File: config.mk
export PLATFORM = sky130hd
export DESIGN_NAME = perfmon_box
export DESIGN_NICKNAME = d
export VERILOG_FILES = /design/src/rtl/pmon_pkg.sv /design/src/rtl/pmon_decode.sv /design/src/rtl/pmon_ctl_reg.sv /design/src/rtl/pmon_counter.sv /design/src/rtl/pmon_box_state.sv /design/src/rtl/perfmon_box.sv
export SDC_FILE = /design/constraint.sdc
export NUM_CORES = 1
export LEC_CHECK = 0
export BUFFER_PORTS_ARGS = -buffer_cell sky130_fd_sc_hd__buf_2
export CORE_MARGIN = 2
export CORE_UTILIZATION = 57
export DETAILED_ROUTE_END_ITERATION = 8
export GPL_TIMING_DRIVEN = 0
export PLACE_DENSITY = 0.82
export SLEW_MARGIN = 10
export SYNTH_ARGS = -nofsm -noshare
export SYNTH_HDL_FRONTEND = slang
export SYNTH_SLANG_ARGS = --single-unit
File: constraint.sdc
create_clock -name clk_i -period 2.8 [get_ports clk_i]
set_input_delay 0.56 -clock clk_i [delete_from_list [all_inputs] [get_ports clk_i]]
set_output_delay 0.56 -clock clk_i [all_outputs]
set_load 0.02 [all_outputs]
File: src/rtl/pmon_pkg.sv
package pmon_pkg;
  localparam int PM_DATA_W  = 32;
  localparam int PM_NUM_CTR = 4;
  localparam int PM_CTR_W   = 48;
  localparam int PM_EVT_N   = 8;
  localparam int PM_SEL_W   = 8;

  // register offsets
  localparam logic [7:0] CTR_BASE   = 8'hA0;
  localparam logic [7:0] CTL_BASE   = 8'hD8;
  localparam logic [7:0] BOX_CTL_A  = 8'hF4;
  localparam logic [7:0] BOX_STAT_A = 8'hF8;

  // bit positions
  localparam int FRZ_BIT     = 8;
  localparam int RST_CTR_BIT = 1;
  localparam int RST_CTL_BIT = 0;
  localparam int EN_BIT      = 22;

  typedef struct packed {
    logic                en;
    logic [PM_SEL_W-1:0] sel;
  } ctl_t;
endpackage

File: src/rtl/pmon_decode.sv
module pmon_decode
  import pmon_pkg::*;
#(
  parameter int NUM_CTR = PM_NUM_CTR
) (
  input  logic               wr_i,
  input  logic [7:0]         addr_i,
  output logic [NUM_CTR-1:0] ld_lo_o,
  output logic [NUM_CTR-1:0] ld_hi_o,
  output logic [NUM_CTR-1:0] ctl_we_o,
  output logic               box_we_o,
  output logic               stat_we_o
);
  for (genvar i = 0; i < NUM_CTR; i++) begin : g_dec
    localparam logic [7:0] LO_A  = 8'(int'(CTR_BASE) + 8 * i);
    localparam logic [7:0] HI_A  = 8'(int'(CTR_BASE) + 8 * i + 4);
    localparam logic [7:0] CTL_A = 8'(int'(CTL_BASE) + 4 * i);
    assign ld_lo_o[i]  = wr_i && (addr_i == LO_A);
    assign ld_hi_o[i]  = wr_i && (addr_i == HI_A);
    assign ctl_we_o[i] = wr_i && (addr_i == CTL_A);
  end

  assign box_we_o  = wr_i && (addr_i == BOX_CTL_A);
  assign stat_we_o = wr_i && (addr_i == BOX_STAT_A);
endmodule

File: src/rtl/pmon_ctl_reg.sv
module pmon_ctl_reg
  import pmon_pkg::*;
(
  input  logic                clk_i,
  input  logic                rst_ni,
  input  logic                clr_i,
  input  logic                we_i,
  input  logic                en_i,
  input  logic [PM_SEL_W-1:0] sel_i,
  output ctl_t                ctl_o
);
  always_ff @(posedge clk_i or negedge rst_ni) begin
    if (!rst_ni) begin
      ctl_o <= '0;
    end else if (clr_i) begin
      ctl_o <= '0;
    end else if (we_i) begin
      ctl_o.en  <= en_i;
      ctl_o.sel <= sel_i;
    end
  end
endmodule

File: src/rtl/pmon_counter.sv
module pmon_counter
  import pmon_pkg::*;
#(
  parameter int CTR_W = PM_CTR_W,
  parameter int EVT_N = PM_EVT_N
) (
  input  logic                 clk_i,
  input  logic                 rst_ni,
  input  ctl_t                 ctl_i,
  input  logic                 frz_i,
  input  logic [EVT_N-1:0]     events_i,
  input  logic                 clr_i,
  input  logic                 ld_lo_i,
  input  logic                 ld_hi_i,
  input  logic [PM_DATA_W-1:0] wdata_i,
  output logic [CTR_W-1:0]     cnt_o,
  output logic                 wrap_o
);
  localparam int SIDX_W = (EVT_N > 1) ? $clog2(EVT_N) : 1;
  localparam logic [PM_SEL_W-1:0] SEL_LIM = PM_SEL_W'(EVT_N);
  localparam int HI_W = CTR_W - PM_DATA_W;

  logic hit, inc;

  always_comb begin
    hit = 1'b0;
    if (ctl_i.sel < SEL_LIM) hit = events_i[ctl_i.sel[SIDX_W-1:0]];
  end

  // software access on this edge suppresses counting
  assign inc    = ctl_i.en & ~frz_i & hit & ~clr_i & ~ld_lo_i & ~ld_hi_i;
  assign wrap_o = inc & (&cnt_o);

  always_ff @(posedge clk_i or negedge rst_ni) begin
    if (!rst_ni) begin
      cnt_o <= '0;
    end else if (clr_i) begin
      cnt_o <= '0;
    end else if (ld_lo_i) begin
      cnt_o[PM_DATA_W-1:0] <= wdata_i;
    end else if (ld_hi_i) begin
      cnt_o[CTR_W-1:PM_DATA_W] <= wdata_i[HI_W-1:0];
    end else if (inc) begin
      cnt_o <= cnt_o + 1'b1;
    end
  end
endmodule

File: src/rtl/pmon_box_state.sv
module pmon_box_state
  import pmon_pkg::*;
#(
  parameter int NUM_CTR = PM_NUM_CTR
) (
  input  logic               clk_i,
  input  logic               rst_ni,
  input  logic               box_we_i,
  input  logic               frz_bit_i,
  input  logic               rst_ctr_bit_i,
  input  logic               rst_ctl_bit_i,
  input  logic               stat_we_i,
  input  logic [NUM_CTR-1:0] stat_mask_i,
  input  logic [NUM_CTR-1:0] wrap_i,
  output logic               frz_o,
  output logic               clr_ctr_o,
  output logic               clr_ctl_o,
  output logic [NUM_CTR-1:0] ov_o
);
  assign clr_ctr_o = box_we_i & rst_ctr_bit_i;
  assign clr_ctl_o = box_we_i & rst_ctl_bit_i;

  always_ff @(posedge clk_i or negedge rst_ni) begin
    if (!rst_ni)       frz_o <= 1'b0;
    else if (box_we_i) frz_o <= frz_bit_i;
  end

  logic [NUM_CTR-1:0] clr_mask;
  assign clr_mask = stat_we_i ? stat_mask_i : '0;

  // set beats clear
  always_ff @(posedge clk_i or negedge rst_ni) begin
    if (!rst_ni) ov_o <= '0;
    else         ov_o <= (ov_o & ~clr_mask) | wrap_i;
  end
endmodule

File: src/rtl/perfmon_box.sv
module perfmon_box
  import pmon_pkg::*;
#(
  parameter int NUM_CTR = PM_NUM_CTR,
  parameter int CTR_W   = PM_CTR_W,
  parameter int EVT_N   = PM_EVT_N
) (
  input  logic                 clk_i,
  input  logic                 rst_ni,
  input  logic                 wr_i,
  input  logic [7:0]           addr_i,
  input  logic [PM_DATA_W-1:0] wdata_i,
  input  logic [EVT_N-1:0]     events_i,
  output logic [PM_DATA_W-1:0] rdata_o
);
  localparam int HI_W = CTR_W - PM_DATA_W;

  logic [NUM_CTR-1:0] ld_lo, ld_hi, ctl_we, wrap, ov_q;
  logic               box_we, stat_we, frz_q, clr_ctr, clr_ctl;
  ctl_t [NUM_CTR-1:0] ctl_q;
  logic [NUM_CTR-1:0][CTR_W-1:0] cnt_q;

  pmon_decode #(.NUM_CTR(NUM_CTR)) u_dec (
    .wr_i     (wr_i),
    .addr_i   (addr_i),
    .ld_lo_o  (ld_lo),
    .ld_hi_o  (ld_hi),
    .ctl_we_o (ctl_we),
    .box_we_o (box_we),
    .stat_we_o(stat_we)
  );

  pmon_box_state #(.NUM_CTR(NUM_CTR)) u_box (
    .clk_i        (clk_i),
    .rst_ni       (rst_ni),
    .box_we_i     (box_we),
    .frz_bit_i    (wdata_i[FRZ_BIT]),
    .rst_ctr_bit_i(wdata_i[RST_CTR_BIT]),
    .rst_ctl_bit_i(wdata_i[RST_CTL_BIT]),
    .stat_we_i    (stat_we),
    .stat_mask_i  (wdata_i[NUM_CTR-1:0]),
    .wrap_i       (wrap),
    .frz_o        (frz_q),
    .clr_ctr_o    (clr_ctr),
    .clr_ctl_o    (clr_ctl),
    .ov_o         (ov_q)
  );

  for (genvar i = 0; i < NUM_CTR; i++) begin : g_ctr
    pmon_ctl_reg u_ctl (
      .clk_i (clk_i),
      .rst_ni(rst_ni),
      .clr_i (clr_ctl),
      .we_i  (ctl_we[i]),
      .en_i  (wdata_i[EN_BIT]),
      .sel_i (wdata_i[PM_SEL_W-1:0]),
      .ctl_o (ctl_q[i])
    );

    pmon_counter #(.CTR_W(CTR_W), .EVT_N(EVT_N)) u_cnt (
      .clk_i   (clk_i),
      .rst_ni  (rst_ni),
      .ctl_i   (ctl_q[i]),
      .frz_i   (frz_q),
      .events_i(events_i),
      .clr_i   (clr_ctr),
      .ld_lo_i (ld_lo[i]),
      .ld_hi_i (ld_hi[i]),
      .wdata_i (wdata_i),
      .cnt_o   (cnt_q[i]),
      .wrap_o  (wrap[i])
    );
  end

  always_comb begin
    rdata_o = '0;
    for (int i = 0; i < NUM_CTR; i++) begin
      if (addr_i == 8'(int'(CTR_BASE) + 8 * i))
        rdata_o = cnt_q[i][PM_DATA_W-1:0];
      if (addr_i == 8'(int'(CTR_BASE) + 8 * i + 4))
        rdata_o[HI_W-1:0] = cnt_q[i][CTR_W-1:PM_DATA_W];
      if (addr_i == 8'(int'(CTL_BASE) + 4 * i)) begin
        rdata_o[EN_BIT]       = ctl_q[i].en;
        rdata_o[PM_SEL_W-1:0] = ctl_q[i].sel;
      end
    end
    if (addr_i == BOX_STAT_A) rdata_o[NUM_CTR-1:0] = ov_q;
  end
endmodule

=== Yosys cells after proc, flatten, opt, wreduce, memory -nomap -nowiden ===
Index checks and enable logic that the tools add are counted.

* Output and inout bits: 32
* Register bits after elaboration: 233
* Word-level logic and storage cells: 191
* Input bits: 51
* Memories kept: 0
* Bits in latches: 0
* ROM bits: 0
* RAM bits: 0

* Bitwise operators: 39
* Divide/modulo/power cells: 0
* Reductions and logical operators: 38
* $add $sub $neg: 4
* Multiplexer cells: 62
* Magnitude comparators: 8
* Eq/ne operators: 22
* Shifts and indexed selects: 0
* Multipliers: 0

{| class="wikitable"
|+ Operator list
! cell !! number
|-
| $mux W32 || 12
|-
| $mux W48 || 8
|-
| $add A48 B1 Y48 const B || 4
|-
| $mux W16 || 12
|-
| $reduce_and A48 Y1 || 4
|-
| $eq A8 B8 Y1 const B || 14
|-
| $mux W9 || 8
|-
| $lt A8 B4 Y1 const B || 4
|-
| $mux W8 || 4
|-
| $and A1 B1 Y1 || 26
|-
| $reduce_bool A3 Y1 || 8
|-
| $lt A3 B4 Y1 const B || 4
|-
| $reduce_and A2 Y1 || 8
|-
| $logic_and A1 B1 Y1 || 14
|-
| $bmux W1 S3 || 4
|-
| $mux W1 || 12
|-
| $ne A3 B1 Y1 const B || 4
|-
| $not A1 Y1 || 10
|-
| $mux W4 || 2
|-
| $ne A2 B1 Y1 const B || 4
|-
| $reduce_bool A2 Y1 || 4
|-
| $and A4 B4 Y4 || 1
|-
| $not A4 Y4 || 1
|-
| $or A4 B4 Y4 || 1
|}

=== Depth between registers and ports, before layout ===
* Word-level depth: 14
* Mapped depth: 10
* Mapped depth without buffers: 7

=== Modules after synthesis ===
Synthesis repeated with hierarchy kept, for this count alone.

* Cells, all modules: 2049
* Area total of the unflattened synthesis: 16931.2 um2

{| class="wikitable"
|+ By module, submodules not included
! module !! sequential area each (um2) !! cells each !! area each (um2) !! times used
|-
| pmon_counter || 1201.2 || 398 || 3261.9 || 4
|-
| perfmon_box || 0.0 || 301 || 2073.2 || 1
|-
| pmon_ctl_reg || 225.2 || 29 || 364.1 || 4
|-
| pmon_box_state || 125.1 || 16 || 200.2 || 1
|-
| pmon_decode || 0.0 || 24 || 153.9 || 1
|}

=== Worst setup path before layout ===
OpenSTA, ideal clock, no wires.

* Path kind: input port to output port
* Start point: in addr_i[7]
* End point: out rdata_o[2]
* Cell stages on the path: 9
* Path buffers: 4
* Setup slack: -0.510 ns
* Data arrival time: 2.750 ns
* Required time: 2.240 ns
* Path through: buf_2 nor4bb_1 clkbuf_1 buf_2 buf_2 a21oi_1 nor4_1 a2111oi_0 o41ai_1

* Word-level cells in the longest chain between the ends: 14
* Elaborated cells on any way between the ends: 26

{| class="wikitable"
|+ Ends and longest elaborated chain
! item !! line !! RTL
|-
| from (decl) || perfmon_box.sv:11 || <nowiki>input logic [7:0] addr_i,</nowiki>
|-
| $eq A8 B8 Y1 || perfmon_box.sv:78 || <nowiki>if (addr_i == 8'(int'(CTR_BASE) + 8 * i))</nowiki>
|-
| $mux W32 || perfmon_box.sv:78 ||
|-
| $mux W16 || perfmon_box.sv:80 || <nowiki>if (addr_i == 8'(int'(CTR_BASE) + 8 * i + 4))</nowiki>
|-
| $mux W8 || perfmon_box.sv:82 || <nowiki>if (addr_i == 8'(int'(CTL_BASE) + 4 * i)) begin</nowiki>
|-
| $mux W32 || perfmon_box.sv:78 ||
|-
| $mux W16 || perfmon_box.sv:80 ||
|-
| $mux W8 || perfmon_box.sv:82 ||
|-
| $mux W32 || perfmon_box.sv:78 ||
|-
| $mux W16 || perfmon_box.sv:80 ||
|-
| $mux W8 || perfmon_box.sv:82 ||
|-
| $mux W32 || perfmon_box.sv:78 ||
|-
| $mux W16 || perfmon_box.sv:80 ||
|-
| $mux W8 || perfmon_box.sv:82 ||
|-
| $mux W4 (*) || perfmon_box.sv:87 || <nowiki>if (addr_i == BOX_STAT_A) rdata_o[NUM_CTR-1:0] = ov_q;</nowiki>
|-
| to (decl) || perfmon_box.sv:14 || <nowiki>output logic [PM_DATA_W-1:0] rdata_o</nowiki>
|}

Mark *: on every way between the ends. The rest lies on a longest branch, timed or not.

=== Worst setup path after layout ===
* Start point: in addr_i[2]
* End point: out rdata_o[13]

* Word-level cells in the longest chain between the ends: 9
* Elaborated cells on any way between the ends: 16

{| class="wikitable"
|+ Ends and longest elaborated chain
! item !! line
|-
| $eq A8 B8 Y1 || perfmon_box.sv:78
|-
| $mux W32 || perfmon_box.sv:78
|-
| $mux W16 || perfmon_box.sv:80
|-
| $mux W32 || perfmon_box.sv:78
|-
| $mux W16 || perfmon_box.sv:80
|-
| $mux W32 || perfmon_box.sv:78
|-
| $mux W16 || perfmon_box.sv:80
|-
| $mux W32 || perfmon_box.sv:78
|-
| $mux W16 (*) || perfmon_box.sv:80
|}

Marks and branches as above.

==> flow_summary.json <==
{
  "place_area_um2": 17500,
  "cellPowerDensity_nw_per_um2": 455,
  "critPathLaunchType": "input pin",
  "fp.coreArea_um2": 28500,
  "die_area_um2": 30100,
  "grt_remaining_overflow": 0,
  "die_h_um": 173,
  "fin_ws_ns": -0.437,
  "worst-path-max-fanout": 10,
  "grt_start_max_net_pins": 98,
  "async_flop_share": 1.00,
  "crit_start": "addr_i[2]",
  "yosysWarnings": 0,
  "setup_violations": 33,
  "clkSinkCount": 233,
  "syn_inst": 2031,
  "hold_viol": 0,
  "reg2reg_setup_slack_ns": -0.01,
  "max-cap-violations": 0,
  "num_vias": 19400,
  "skew_ns": 0.0163,
  "via_per_inst": 7.47,
  "timing.fmax_mhz": 309,
  "firstDrtPassIters": 9,
  "crit_type": "input pin to output pin",
  "violations": "design-rule violations, negative setup slack",
  "portBuffers": 74,
  "fin_area_um2": 20100,
  "ys_ff_latch": 233,
  "cts_tree": "built",
  "critical_path_arrival_ns": 2.68,
  "row_count": 62,
  "first_global_vias": 18000,
  "grt_pass1_wl_mm": 114,
  "drc": 20,
  "die_x_um": 173,
  "rsz0062_at_grt": "true",
  "place.gp.congestion": 1.05,
  "pin_count": 83,
  "outcome": "complete, but fails checks",
  "power.leakage_nw": 7.90,
  "total_power_mw": 9.16,
  "antenna_found_initial": 1,
  "layout.nets": 2252,
  "initial_core_util": 0.575,
  "worst_slew_pin_slew_ns": 1.36,
  "final_cell_mix": "dfrtp_1 (232), nand2_1 (230), a21oi_1 (186)",
  "yosysUniqueCellTypes": 90,
  "clk_path_buf_depth": 3,
  "layout.cells.most_common": "dfrtp_1",
  "rr_endpoint": "g_ctr[0].u_cnt.cnt_o[43]",
  "critPathCapture": "rdata_o[13]",
  "finalCriticalPeriod_ns": 3.24,
  "multi_input_area_um2": 10500,
  "reg2reg_from": "u_box.frz_o",
  "regArea_um2": 5830,
  "dp_hpwl_mm": 55.8,
  "antenna_left": 0,
  "maxSlewViolCount": 0,
  "wl_per_cell_um": 30.5,
  "synth_edf_count": 0,
  "wirelength_mm": 79.4,
  "hold_class": "input pin to flop",
  "drive_gt1_frac": 0.194,
  "synth_nets": 2086,
  "setup_tns_ns": -7.51,
  "syn2layout_area_growth_pct": 23.0,
  "relSlewSlack": 0.0936,
  "n_antenna_cell": 0,
  "grt_use_total": 0.506,
  "fin_crit_sh": 1.16,
  "fillers": 2218,
  "required_ns": 2.24,
  "preCtsSetupSlack_ns": -1.46,
  "synth_ff_type": "dfrtp_1",
  "synth_area_um2": 16400,
  "syn_avg_cell_area_um2": 8.06,
  "clkLatencyLatePin_ns": 0.57,
  "numCtsBuffers": 28,
  "ys_seq_area_frac": 0.356,
  "cts.clk_slew.worst_paths_ns": 0.06,
  "cts_root_buffer": "clkbuf_16",
  "htreeDepth": 1,
  "peakVddDrop_uv": 467,
  "setup.worst_path.end_class": "output pin",
  "r2r_cells": 7,
  "drtIter0Drc": 3392
}
-- critical path, cell delays in order --
cell       delay (ns)
buf_12           0.12
buf_12           0.13
buf_12           0.16
clkbuf_16        0.18
mux2i_1          0.25
nand2_1          0.13
a222oi_1         0.77
a21oi_2          0.15
buf_4            0.21
-- power breakdown --
| group | total, mW | leakage (nW) | internal, mW | switching (mW) |
|---|---|---|---|---|
| combinational | 1.18 | 4.31 | 0.449 | 0.736 |
| sequential | 4.07 | 3.11 | 3.61 | 0.464 |
| clock | 3.91 | 0.482 | 2.33 | 1.58 |
| total | 9.16 | 7.90 | 6.39 | 2.78 |
-- registers in the layout, indices dropped and copies added, names as in the netlist --
name               cells
u_box.ov_o             4
u_box.frz_o            1
g_ctr.u_cnt.cnt_o    192
g_ctr.u_ctl.ctl_o     36
-- worst min-delay path by stage --
stage	startpoint	endpoint	slack, ns	depth (start not counted)
2_1_floorplan	rst_ni	g_ctr[0].u_cnt.cnt_o[0]	0.26	0
3_3_place_gp	u_box.ov_o[0]	u_box.ov_o[0]	0.46	1
3_5_place_dp	u_box.ov_o[0]	u_box.ov_o[0]	0.49	1
4_1_cts	wdata_i[6]	g_ctr[1].u_cnt.cnt_o[6]	0.30	3
5_1_grt	wdata_i[6]	g_ctr[1].u_cnt.cnt_o[6]	0.31	3
6_report	wdata_i[6]	g_ctr[1].u_cnt.cnt_o[6]	0.33	3
-- metal layers --
layer,track usage,up-vias,part of all wire
li1,-,7966,-
met1,0.646,9182,0.35
met2,0.750,1829,0.42
met3,0.164,436,0.16
met4,0.302,0,0.077
met5,0,-,0
-- synth_stat cells (5+ instances only) --
| library cell | instances | area share |
|---|---|---|
| nand2_1 | 236 | 0.054 |
| dfrtp_1 | 233 | 0.36 |
| a21oi_1 | 201 | 0.061 |
| o21ai_0 | 195 | 0.060 |
| nand3_1 | 131 | 0.040 |
| nor2_1 | 121 | 0.028 |
| clkbuf_1 | 102 | 0.023 |
| nand4_1 | 70 | 0.027 |
| xnor2_1 | 69 | 0.037 |
| nor3_1 | 53 | 0.016 |
| and3_1 | 47 | 0.018 |
| nor4_1 | 47 | 0.018 |
| xor2_1 | 47 | 0.025 |
| buf_2 | 42 | 0.013 |
| inv_1 | 33 | 0.0076 |
| mux2i_1 | 24 | 0.015 |
| o22ai_1 | 24 | 0.0092 |
| o31ai_1 | 24 | 0.011 |
| a22oi_1 | 23 | 0.011 |
| and4_1 | 23 | 0.012 |
| a222oi_1 | 21 | 0.013 |
| a31oi_1 | 21 | 0.0080 |
| nor4b_1 | 13 | 0.0070 |
| a22o_1 | 10 | 0.0054 |
| buf_1 | 10 | 0.0023 |
| and2_1 | 9 | 0.0034 |
| or4_1 | 9 | 0.0041 |
| a211oi_1 | 8 | 0.0037 |
| a32oi_1 | 8 | 0.0043 |
| o21ai_1 | 8 | 0.0024 |
| a21o_1 | 7 | 0.0032 |
| a32o_1 | 7 | 0.0043 |
| mux4_2 | 7 | 0.0096 |
| nand4b_1 | 7 | 0.0037 |
| o31a_1 | 7 | 0.0037 |
| or2_2 | 7 | 0.0027 |
| mux2_2 | 6 | 0.0041 |
| o211ai_1 | 6 | 0.0028 |
| o21a_1 | 5 | 0.0023 |
| or3_1 | 5 | 0.0019 |
-- cells by family (layout without fill, tap and decap cells) --
group	after synthesis	count (layout)	synth area share
buf+inv	192	377	0.0489
compound gates	625	625	0.236
xor+xnor	116	116	0.0621
simple gates	824	824	0.265
flops	233	233	0.356
mux	37	37	0.0284
fa+ha+maj	4	4	0.00306
-- stage by stage --
stage | cells | hold slack (ns) | util
6_report | 2600 | 0.326 | 0.707
3_3_place_gp | 2489 | 0.461 | 0.612
2_1_floorplan | 2031 | 0.264 | -
5_1_grt | 2600 | 0.314 | 0.707
3_5_place_dp | 2491 | 0.492 | 0.614
4_1_cts | 2583 | 0.299 | 0.688
-- timing repair --
action | 4_1_cts | 5_1_grt
endpoints found under the setup margin | 188 | 196
gates resized for setup | 202 | 109
setup buffers | 41 | 21
hold buffers | 1 | 0
cloned | 3 | 2
pin swaps | 39 | 38
endpoints found under the hold margin | 60 | 0
-- layout make-up --
cell class,count,area share
inverters,33,0.00634
multi-input cells,1606,0.523
plain buffers,152,0.0497
clock buffers,39,0.0414
flip-flops and latches,233,0.290
well taps,384,0.0239
clock inverters,10,0.00640
repair buffers,143,0.0599
(Power assumes the default switching activity.)
